--- config.mk ---
export PLATFORM = sky130hd
export DESIGN_NAME = adc_seq_status
export DESIGN_NICKNAME = d
export VERILOG_FILES = /design/src/rtl/adc_seq_status_pkg.sv /design/src/rtl/adc_seq_status_ctrl.sv /design/src/rtl/adc_seq_status_dp.sv /design/src/rtl/adc_seq_status.sv
export SDC_FILE = /design/constraint.sdc
export NUM_CORES = 1
export LEC_CHECK = 0
export ABC_AREA = 0
export BUFFER_PORTS_ARGS = -buffer_cell sky130_fd_sc_hd__buf_2
export CAP_MARGIN = 25
export CORE_UTILIZATION = 37
export DETAILED_ROUTE_END_ITERATION = 6
export PLACE_DENSITY = 0.84
export SETUP_SLACK_MARGIN = 0.3
export SYNTH_ARGS = -nofsm -noshare
export SYNTH_HDL_FRONTEND = slang
export SYNTH_SLANG_ARGS = --single-unit
--- constraint.sdc ---
create_clock -name clk -period 1.8 [get_ports clk]
set_input_delay 0.36 -clock clk [delete_from_list [all_inputs] [get_ports clk]]
set_output_delay 0.36 -clock clk [all_outputs]
set_load 0.01 [all_outputs]
--- src/rtl/adc_seq_status_pkg.sv ---
package adc_seq_status_pkg;

  // strobes from control to datapath, one cycle each
  typedef struct packed {
    logic clrAll;   // start or abort seen
    logic setScf;
    logic clrScf;
    logic setEtorf;
    logic clrEtorf;
    logic setFifor;
    logic clrFifor;
    logic cntZero;  // counter forced to zero
    logic cntInc;   // counter advance request
  } ctlStrb_t;

  // flag positions counted down from the top of the status byte
  localparam int SCF_OFS   = 1;
  localparam int RSV_OFS   = 2;
  localparam int ETORF_OFS = 3;
  localparam int FIFOR_OFS = 4;

endpackage

--- src/rtl/adc_seq_status_ctrl.sv ---
module adc_seq_status_ctrl
  import adc_seq_status_pkg::*;
#(
  parameter int CNT_W = 4,
  localparam int SLOTS = 2 ** CNT_W,
  localparam int STAT_W = CNT_W + 4
) (
  input  logic              clk,
  input  logic              rstN,
  input  logic              cfgWrite,
  input  logic              startWrite,
  input  logic              statWrite,
  input  logic [STAT_W-1:0] statWrData,
  input  logic              resultRead,
  input  logic              fastClear,
  input  logic              fifoMode,
  input  logic              levelTrig,
  input  logic              seqDone,
  input  logic              resWrite,
  input  logic              trigEdge,
  input  logic [SLOTS-1:0]  ccfFlags,
  input  logic [CNT_W-1:0]  curCnt,
  output ctlStrb_t          strb
);

  logic active;
  logic clrAny;
  logic [STAT_W-1:0] w1cMask;

  assign clrAny  = startWrite | cfgWrite;
  assign w1cMask = statWrite ? statWrData : '0;

  // sequence-in-progress tracking; start beats done/abort
  always_ff @(posedge clk) begin
    if (!rstN)               active <= 1'b0;
    else if (startWrite)     active <= 1'b1;
    else if (cfgWrite || seqDone) active <= 1'b0;
  end

  always_comb begin
    strb          = '0;
    strb.clrAll   = clrAny;
    strb.setScf   = seqDone & ~clrAny;
    strb.clrScf   = startWrite | w1cMask[STAT_W-SCF_OFS] | (fastClear & resultRead);
    strb.setEtorf = trigEdge & ~levelTrig & active & ~clrAny;
    strb.clrEtorf = clrAny | w1cMask[STAT_W-ETORF_OFS];
    strb.setFifor = resWrite & ccfFlags[curCnt] & ~clrAny;
    strb.clrFifor = clrAny | w1cMask[STAT_W-FIFOR_OFS];
    strb.cntZero  = clrAny | (seqDone & ~fifoMode);
    strb.cntInc   = resWrite;
  end

  // completion without a new start ends the sequence
  assert_done_ends_seq_R4: assert property (@(posedge clk) disable iff (!rstN)
    (seqDone && !startWrite) |=> !active);

  // abort without a new start ends the sequence
  assert_abort_ends_seq_R4: assert property (@(posedge clk) disable iff (!rstN)
    (cfgWrite && !startWrite) |=> !active);

  // overrun set only for edges while busy
  assert_edge_needs_busy_R4: assert property (@(posedge clk) disable iff (!rstN)
    (trigEdge && !active) |-> !strb.setEtorf);

endmodule

--- src/rtl/adc_seq_status_dp.sv ---
module adc_seq_status_dp
  import adc_seq_status_pkg::*;
#(
  parameter int CNT_W = 4,
  localparam int STAT_W = CNT_W + 4
) (
  input  logic              clk,
  input  logic              rstN,
  input  ctlStrb_t          strb,
  input  logic [CNT_W-1:0]  seqLast,
  output logic [CNT_W-1:0]  curCnt,
  output logic [STAT_W-1:0] statusReg
);

  logic scf, etorf, fifor;
  logic [CNT_W-1:0] cnt;

  // set beats clear for each flag; start/abort already masked the sets
  always_ff @(posedge clk) begin
    if (!rstN) begin
      scf   <= 1'b0;
      etorf <= 1'b0;
      fifor <= 1'b0;
    end else begin
      if (strb.setScf)        scf <= 1'b1;
      else if (strb.clrScf)   scf <= 1'b0;
      if (strb.setEtorf)      etorf <= 1'b1;
      else if (strb.clrEtorf) etorf <= 1'b0;
      if (strb.setFifor)      fifor <= 1'b1;
      else if (strb.clrFifor) fifor <= 1'b0;
    end
  end

  always_ff @(posedge clk) begin
    if (!rstN)               cnt <= '0;
    else if (strb.cntZero)   cnt <= '0;
    else if (strb.cntInc)    cnt <= (cnt == seqLast) ? '0 : cnt + 1'b1;
  end

  assign curCnt    = cnt;
  assign statusReg = {scf, 1'b0, etorf, fifor, cnt};

  // forced zero lands on the next cycle
  assert_cnt_zero_R9: assert property (@(posedge clk) disable iff (!rstN)
    strb.cntZero |=> (curCnt == '0));

  // wrap after the last slot
  assert_cnt_wrap_R7: assert property (@(posedge clk) disable iff (!rstN)
    (strb.cntInc && !strb.cntZero && cnt == seqLast) |=> (curCnt == '0));

  // plain advance
  assert_cnt_step_R7: assert property (@(posedge clk) disable iff (!rstN)
    (strb.cntInc && !strb.cntZero && cnt != seqLast) |=> (curCnt == CNT_W'($past(cnt) + 1'b1)));

  // completion sets the done flag
  assert_scf_set_R2: assert property (@(posedge clk) disable iff (!rstN)
    strb.setScf |=> statusReg[STAT_W-SCF_OFS]);

  // start/abort leaves both overrun flags low
  assert_ovr_cleared_R6: assert property (@(posedge clk) disable iff (!rstN)
    strb.clrAll |=> (!statusReg[STAT_W-ETORF_OFS] && !statusReg[STAT_W-FIFOR_OFS]));

endmodule

--- src/rtl/adc_seq_status.sv ---
module adc_seq_status
  import adc_seq_status_pkg::*;
#(
  parameter int CNT_W = 4,
  localparam int SLOTS = 2 ** CNT_W,
  localparam int STAT_W = CNT_W + 4
) (
  input  logic              clk,
  input  logic              rstN,
  input  logic              cfgWrite,
  input  logic              startWrite,
  input  logic              statWrite,
  input  logic [STAT_W-1:0] statWrData,
  input  logic              resultRead,
  input  logic              fastClear,
  input  logic              fifoMode,
  input  logic              levelTrig,
  input  logic [CNT_W-1:0]  seqLast,
  input  logic              seqDone,
  input  logic              resWrite,
  input  logic              trigEdge,
  input  logic [SLOTS-1:0]  ccfFlags,
  output logic [STAT_W-1:0] statusReg
);

  ctlStrb_t strb;
  logic [CNT_W-1:0] curCnt;

  adc_seq_status_ctrl #(.CNT_W(CNT_W)) uCtrl (
    .clk        (clk),
    .rstN       (rstN),
    .cfgWrite   (cfgWrite),
    .startWrite (startWrite),
    .statWrite  (statWrite),
    .statWrData (statWrData),
    .resultRead (resultRead),
    .fastClear  (fastClear),
    .fifoMode   (fifoMode),
    .levelTrig  (levelTrig),
    .seqDone    (seqDone),
    .resWrite   (resWrite),
    .trigEdge   (trigEdge),
    .ccfFlags   (ccfFlags),
    .curCnt     (curCnt),
    .strb       (strb)
  );

  adc_seq_status_dp #(.CNT_W(CNT_W)) uDp (
    .clk       (clk),
    .rstN      (rstN),
    .strb      (strb),
    .seqLast   (seqLast),
    .curCnt    (curCnt),
    .statusReg (statusReg)
  );

  // a status write alone leaves the counter bits alone
  assert_cnt_hold_R10: assert property (@(posedge clk) disable iff (!rstN)
    (statWrite && !resWrite && !startWrite && !cfgWrite && !seqDone)
      |=> $stable(statusReg[CNT_W-1:0]));

  // reserved bit stays low
  assert_reserved_R1: assert property (@(posedge clk) disable iff (!rstN)
    statusReg[STAT_W-2] == 1'b0);

endmodule

==> metrics.cfg, run 1 <==
[critical_path]
start_kind=flop
crit_type=reg -> reg
endpoint=uDp.fifor$_SDFFE_PN0P_
path_max_fanout=3
required_ps=1930
cp-startpoint=uDp.curCnt[0]$_SDFFE_PP0P_
r2r_start=uDp.curCnt[0]$_SDFFE_PP0P_
reg2regPathDepth=4
cp-end-kind=flop
r2r_slack_ps=380
cp.arrival_ps=1550
rr_endpoint=uDp.fifor$_SDFFE_PN0P_

[route]
drt_iter0_markers=4
drc=0
wl_um=1390
firstDrtPassIters=3
detail_route.wl_per_cell_um=11.9
ant_nets=0
dr_total_vias=591
avgViaCountPerCell=5.05

[placement]
hpwl_um=1170
gp_congestion=0.805
placed_cells=114
portBuffers=41

[synth]
post_synth_main_area_contributors=dfxtp_1 (27%), mux4_1 (8.9%), xnor2_1 (7.4%), mux2i_1 (5.1%), buf_4 (5.1%)
synth-edff-count=0
synthArstFlopShare_pct=0
ys.flop_type=dfxtp_1
synth-seq-cells=8
synth_top_area_cell=dfxtp_1
synth_fp_nets=105
netlist_area_sq_um=591
synthCells=64
netlist.area_leader.share_pct=27.1
avgSynthCellArea_sq_um=9.23
synth_seq_area_share_pct=27.1
yosysWarnings=0
synth_cell_type_count=28

[global_routing]
grt_max_degree=10
gr-total-overflow=0
antenna_found_initial=0
grt.total_usage_pct=18.1
grt_pass1_vias=624
grt_pass1_wl_um=2370

[cells_and_area]
area_growth_pct=32.8
nNetsFinal=144
layout-drive-gt1-share_pct=51.5
layout_common_cells=buf_2 (41), nor2_1 (7), xnor2_1 (5), nand2_1 (5), dfxtp_1 (5)
diodes=0
final_common_cell=buf_2
final_cells=117
fillers=145
final-seq-area_sq_um=166
multi_input_area_sq_um=355

[floorplanning]
fp-row-count=14
fp.coreArea_sq_um=1510
dieArea_sq_um=1760
fp.dieH_um=42.0
die_w_um=42.0
io_pins=48
start_util_pct=39.2

[sta]
hold_violations=0
finalCriticalPeriod_ps=1420
rsz0062_at_grt=no
period_share_pct=78.6
fin_tns_setup_ps=0
setup_violations=0
skew_ps=2.68
clock.fmax_ghz=0.706
hold_slack_ps=363
slew_viol_final=0

[pwr]
power_uw=397
p_leak_uw=0.000372
p_int_uw=304
combPwrFrac_pct=20.0
p_sw_share_pct=23.4
power.switching_uw=93.0
clock_power_share_pct=34.1
power_frac_seq_pct=45.9
max-vdd-ir-drop_mv=0.148
cellPowerDensity_nw_per_um2=506

[clocking]
cts-root-buf=clkbuf_4
clk_pin_slew_ps=50
ctsLongestPathBuffers=2
clock-sinks=8
htreeDepth=1
cts_tree=built
numCtsBuffers=3
clk_latency_ps=250

[run]
drv_cap=0

[min_path]
hold_path_class=in -> reg

[status]
status=complete, no violations

metrics by stage:
step / area, sq um / util, % / setup slack (ps)
3_5_place_dp: 757 / 50.2 / 314
3_3_place_gp: 757 / 50.2 / 338
5_1_grt: 785 / 52.1 / 299
6_report: 785 / 52.1 / 384
4_1_cts: 779 / 51.7 / 320
2_1_floorplan: 584 / - / 293
repair_timing:
item	in CTS	in global routing
hold buffers	0	0
setup buffers	0	0
resized for setup	0	3
endpoints found under the setup margin	0	5
cell families (layout without fill, tap and decap cells):
kind of cell	count (synthesis)	in the layout	share of synthesized area, %
AO/OA/AOI/OAI	7	7	8.90
XOR/XNOR	7	7	10.4
adder cells (fa/ha/maj)	1	1	2.12
buffers and inverters	10	47	11.4
flip-flops	8	8	27.1
multiplexers	7	7	19.7
other	1	1	0.635
AND/OR/NAND/NOR	23	23	19.7
per-layer routing:
layer | vias up | track usage (%) | part of all wire [%]
met5 | - | 0 | 0
met4 | 0 | 12.3 | 2.9
met3 | 4 | 3.91 | 8.5
met2 | 31 | 33.4 | 51
met1 | 262 | 17.5 | 38
li1 | 294 | - | -
critical path, stage by stage, from the launching register on:
cell	delay, ps
dfxtp_4	360
mux4_2	480
mux2_2	280
nand4b_1	90
o211ai_1	80
sequential cells by signal (all words and copies together) (netlist names):
signal / cells
uDp.fifor: 1
uDp.scf: 1
uDp.curCnt: 4
uCtrl.active: 1
uDp.etorf: 1
power by group through the flow:
| stage | Sequential [uW] | Clock [uW] | Combinational [uW] |
|---|---|---|---|
| 3_3_place_gp | 187 | 0 | 76.0 |
| 5_1_grt | 182 | 150 | 88.3 |
| 4_1_cts | 183 | 140 | 80.2 |
| 6_report | 182 | 135 | 79.5 |
| 3_5_place_dp | 187 | 0 | 79.8 |
| 2_1_floorplan | 186 | 0 | 38.8 |
worst min path at each step:
stage                          from  slack (ps)                         to  depth (start not counted)
6_report                       rstN         360  uCtrl.active$_SDFFE_PN0P_                          2
2_1_floorplan  uDp.scf$_SDFFE_PN0P_         470       uDp.scf$_SDFFE_PN0P_                          2
5_1_grt                        rstN         380  uCtrl.active$_SDFFE_PN0P_                          2
4_1_cts                        rstN         360  uCtrl.active$_SDFFE_PN0P_                          2
3_3_place_gp   uDp.scf$_SDFFE_PN0P_         480       uDp.scf$_SDFFE_PN0P_                          2
3_5_place_dp   uDp.scf$_SDFFE_PN0P_         480       uDp.scf$_SDFFE_PN0P_                          2
cells in the mapped netlist (3+ instances only):
library cell / count
mux2i_1: 3
nand2_1: 5
nor2b_1: 3
xnor2_1: 5
buf_4: 4
dfxtp_1: 8
nor2_1: 7
final cells by class:
class | count | share of cell area [%]
clock buffers | 3 | 2.87
well taps | 16 | 2.55
multi-input cells | 46 | 45.3
flip-flops and latches | 8 | 21.2
repair buffers | 42 | 27.1
inverters | 2 | 0.957
Note: power is estimated with default switching activity, not from simulation.
==> run 2, diff against run 1 <==
==> constraint.sdc (replaced) <==
create_clock -name clk -period 1.4 [get_ports clk]
set_input_delay 0.28 -clock clk [delete_from_list [all_inputs] [get_ports clk]]
set_output_delay 0.28 -clock clk [all_outputs]
set_load 0.01 [all_outputs]
==> metrics.cfg, run 2 (synthesis results as in run 1) <==
[status]
status=finished with violations
violations=setup timing

[sta]
period_share_pct=103
skew_ps=1.18
setup_violations=2
finalCriticalPeriod_ps=1440
hold_violations=0
rsz0062_at_grt=yes
hold_slack_ps=273
layout_setup_ws_ps=-40.8
slew_viol_final=0
clock.fmax_ghz=0.694

[cells_and_area]
layout_common_cells=buf_2 (38), nor2_1 (7), buf_4 (7), buf_6 (6)
multi_input_area_sq_um=355
largest_reg_flops=4
nNetsFinal=153
final_area_sq_um=886
final_cells=126
final-seq-area_sq_um=170
diodes=0
layout-drive-gt1-share_pct=56.4
final_common_cell=buf_2
fillers=138
area_growth_pct=50.0

[global_routing]
grt.total_usage_pct=20.3
antenna_found_initial=0
gr-total-overflow=0
grt_max_degree=8
grt_pass1_vias=631
grt_pass1_wl_um=2640

[route]
ant_nets=0
drc=0
drt_iter0_markers=8
wl_um=1540
firstDrtPassIters=3
dr_total_vias=629
avgViaCountPerCell=4.99
detail_route.wl_per_cell_um=12.2

[clocking]
cts_tree=built
htreeDepth=1
numCtsBuffers=3
cts_hold_buf=0
clock-sinks=8
clk_latency_ps=250
cts-root-buf=clkbuf_4
ctsLongestPathBuffers=2
clk_pin_slew_ps=50

[placement]
gp_congestion=0.806
hpwl_um=1180
post_dp_cell_area_sq_um=779
placed_cells=117
portBuffers=41

[pwr]
max-vdd-ir-drop_mv=0.242
p_leak_uw=0.000426
cellPowerDensity_nw_per_um2=581
power_uw=515

[floorplanning]
dieArea_sq_um=1760
fp-row-count=14
start_util_pct=39.2
die_w_um=42.0
io_pins=48
fp.dieH_um=42.0
fp.coreArea_sq_um=1510

[critical_path]
start_kind=flop
cp-end-kind=flop
required_ps=1530
path_max_fanout=3
cp.arrival_ps=1570
crit_type=reg -> reg

[run]
drv_cap=0

[min_path]
hold_path_class=in -> reg

-- run 2: cell count changes in the layout (fill, tap and decap cells not counted) --
cell / change
buf_2: -3
dfxtp_4: +1
buf_4: +6
buf_6: +6
dfxtp_1: -1
-- run 2: worst paths after layout --
check        slack [ps]  cells past startpoint                       start                   endpoint
max reg2reg         -40                      4  uDp.curCnt[0]$_SDFFE_PP0P_     uDp.fifor$_SDFFE_PN0P_
min                 270                      2                        rstN  uCtrl.active$_SDFFE_PN0P_
max                 -40                      4  uDp.curCnt[0]$_SDFFE_PP0P_     uDp.fifor$_SDFFE_PN0P_
min reg2reg         490                      2        uDp.scf$_SDFFE_PN0P_       uDp.scf$_SDFFE_PN0P_
-- run 2: power by group --
part | total, uW | internal [uW] | switching [uW]
clock | 177 | 98.1 | 78.4
sequential | 231 | 229 | 2.62
combinational | 107 | 65.3 | 41.3
total | 515 | 392 | 122
-- run 2: critical path: stages (launching register included) --
cell,delay [ps]
dfxtp_4,360
mux4_2,480
mux2_2,270
nand4b_1,100
o211ai_1,100
-- run 2: repair_timing --
| item | 4_1_cts | 5_1_grt |
|---|---|---|
| setup endpoints to repair | 9 | 9 |
| setup buffers | 5 | 1 |
| resized for setup | 10 | 1 |
-- run 2: cell type report --
type | count | share of cell area (%)
Timing Repair Buffer | 51 | 35.0
Clock buffer | 3 | 2.54
Sequential cell | 8 | 19.2
Tap cell | 16 | 2.26
Multi-Input combinational cell | 46 | 40.1
Inverter | 2 | 0.847
-- run 2: routing by layer --
| layer | routed length (um) | vias up | global-route usage (%) |
|---|---|---|---|
| met5 | 0 | - | 0 |
| met4 | 25 | 0 | 7.10 |
| met3 | 135 | 2 | 7.83 |
| met2 | 816 | 30 | 37.2 |
| met1 | 564 | 287 | 20.7 |
| li1 | - | 310 | - |
-- run 2: per-stage QoR --
stage          util (%)  setup WS [ps]  setup TNS, ps
3_3_place_gp       51.7           17.7              0
3_5_place_dp       51.7          -39.0          -39.0
5_1_grt            58.8           -138           -533
4_1_cts            58.1          -47.7          -47.7
2_1_floorplan         -           -107           -107
6_report           58.8          -40.8          -71.4
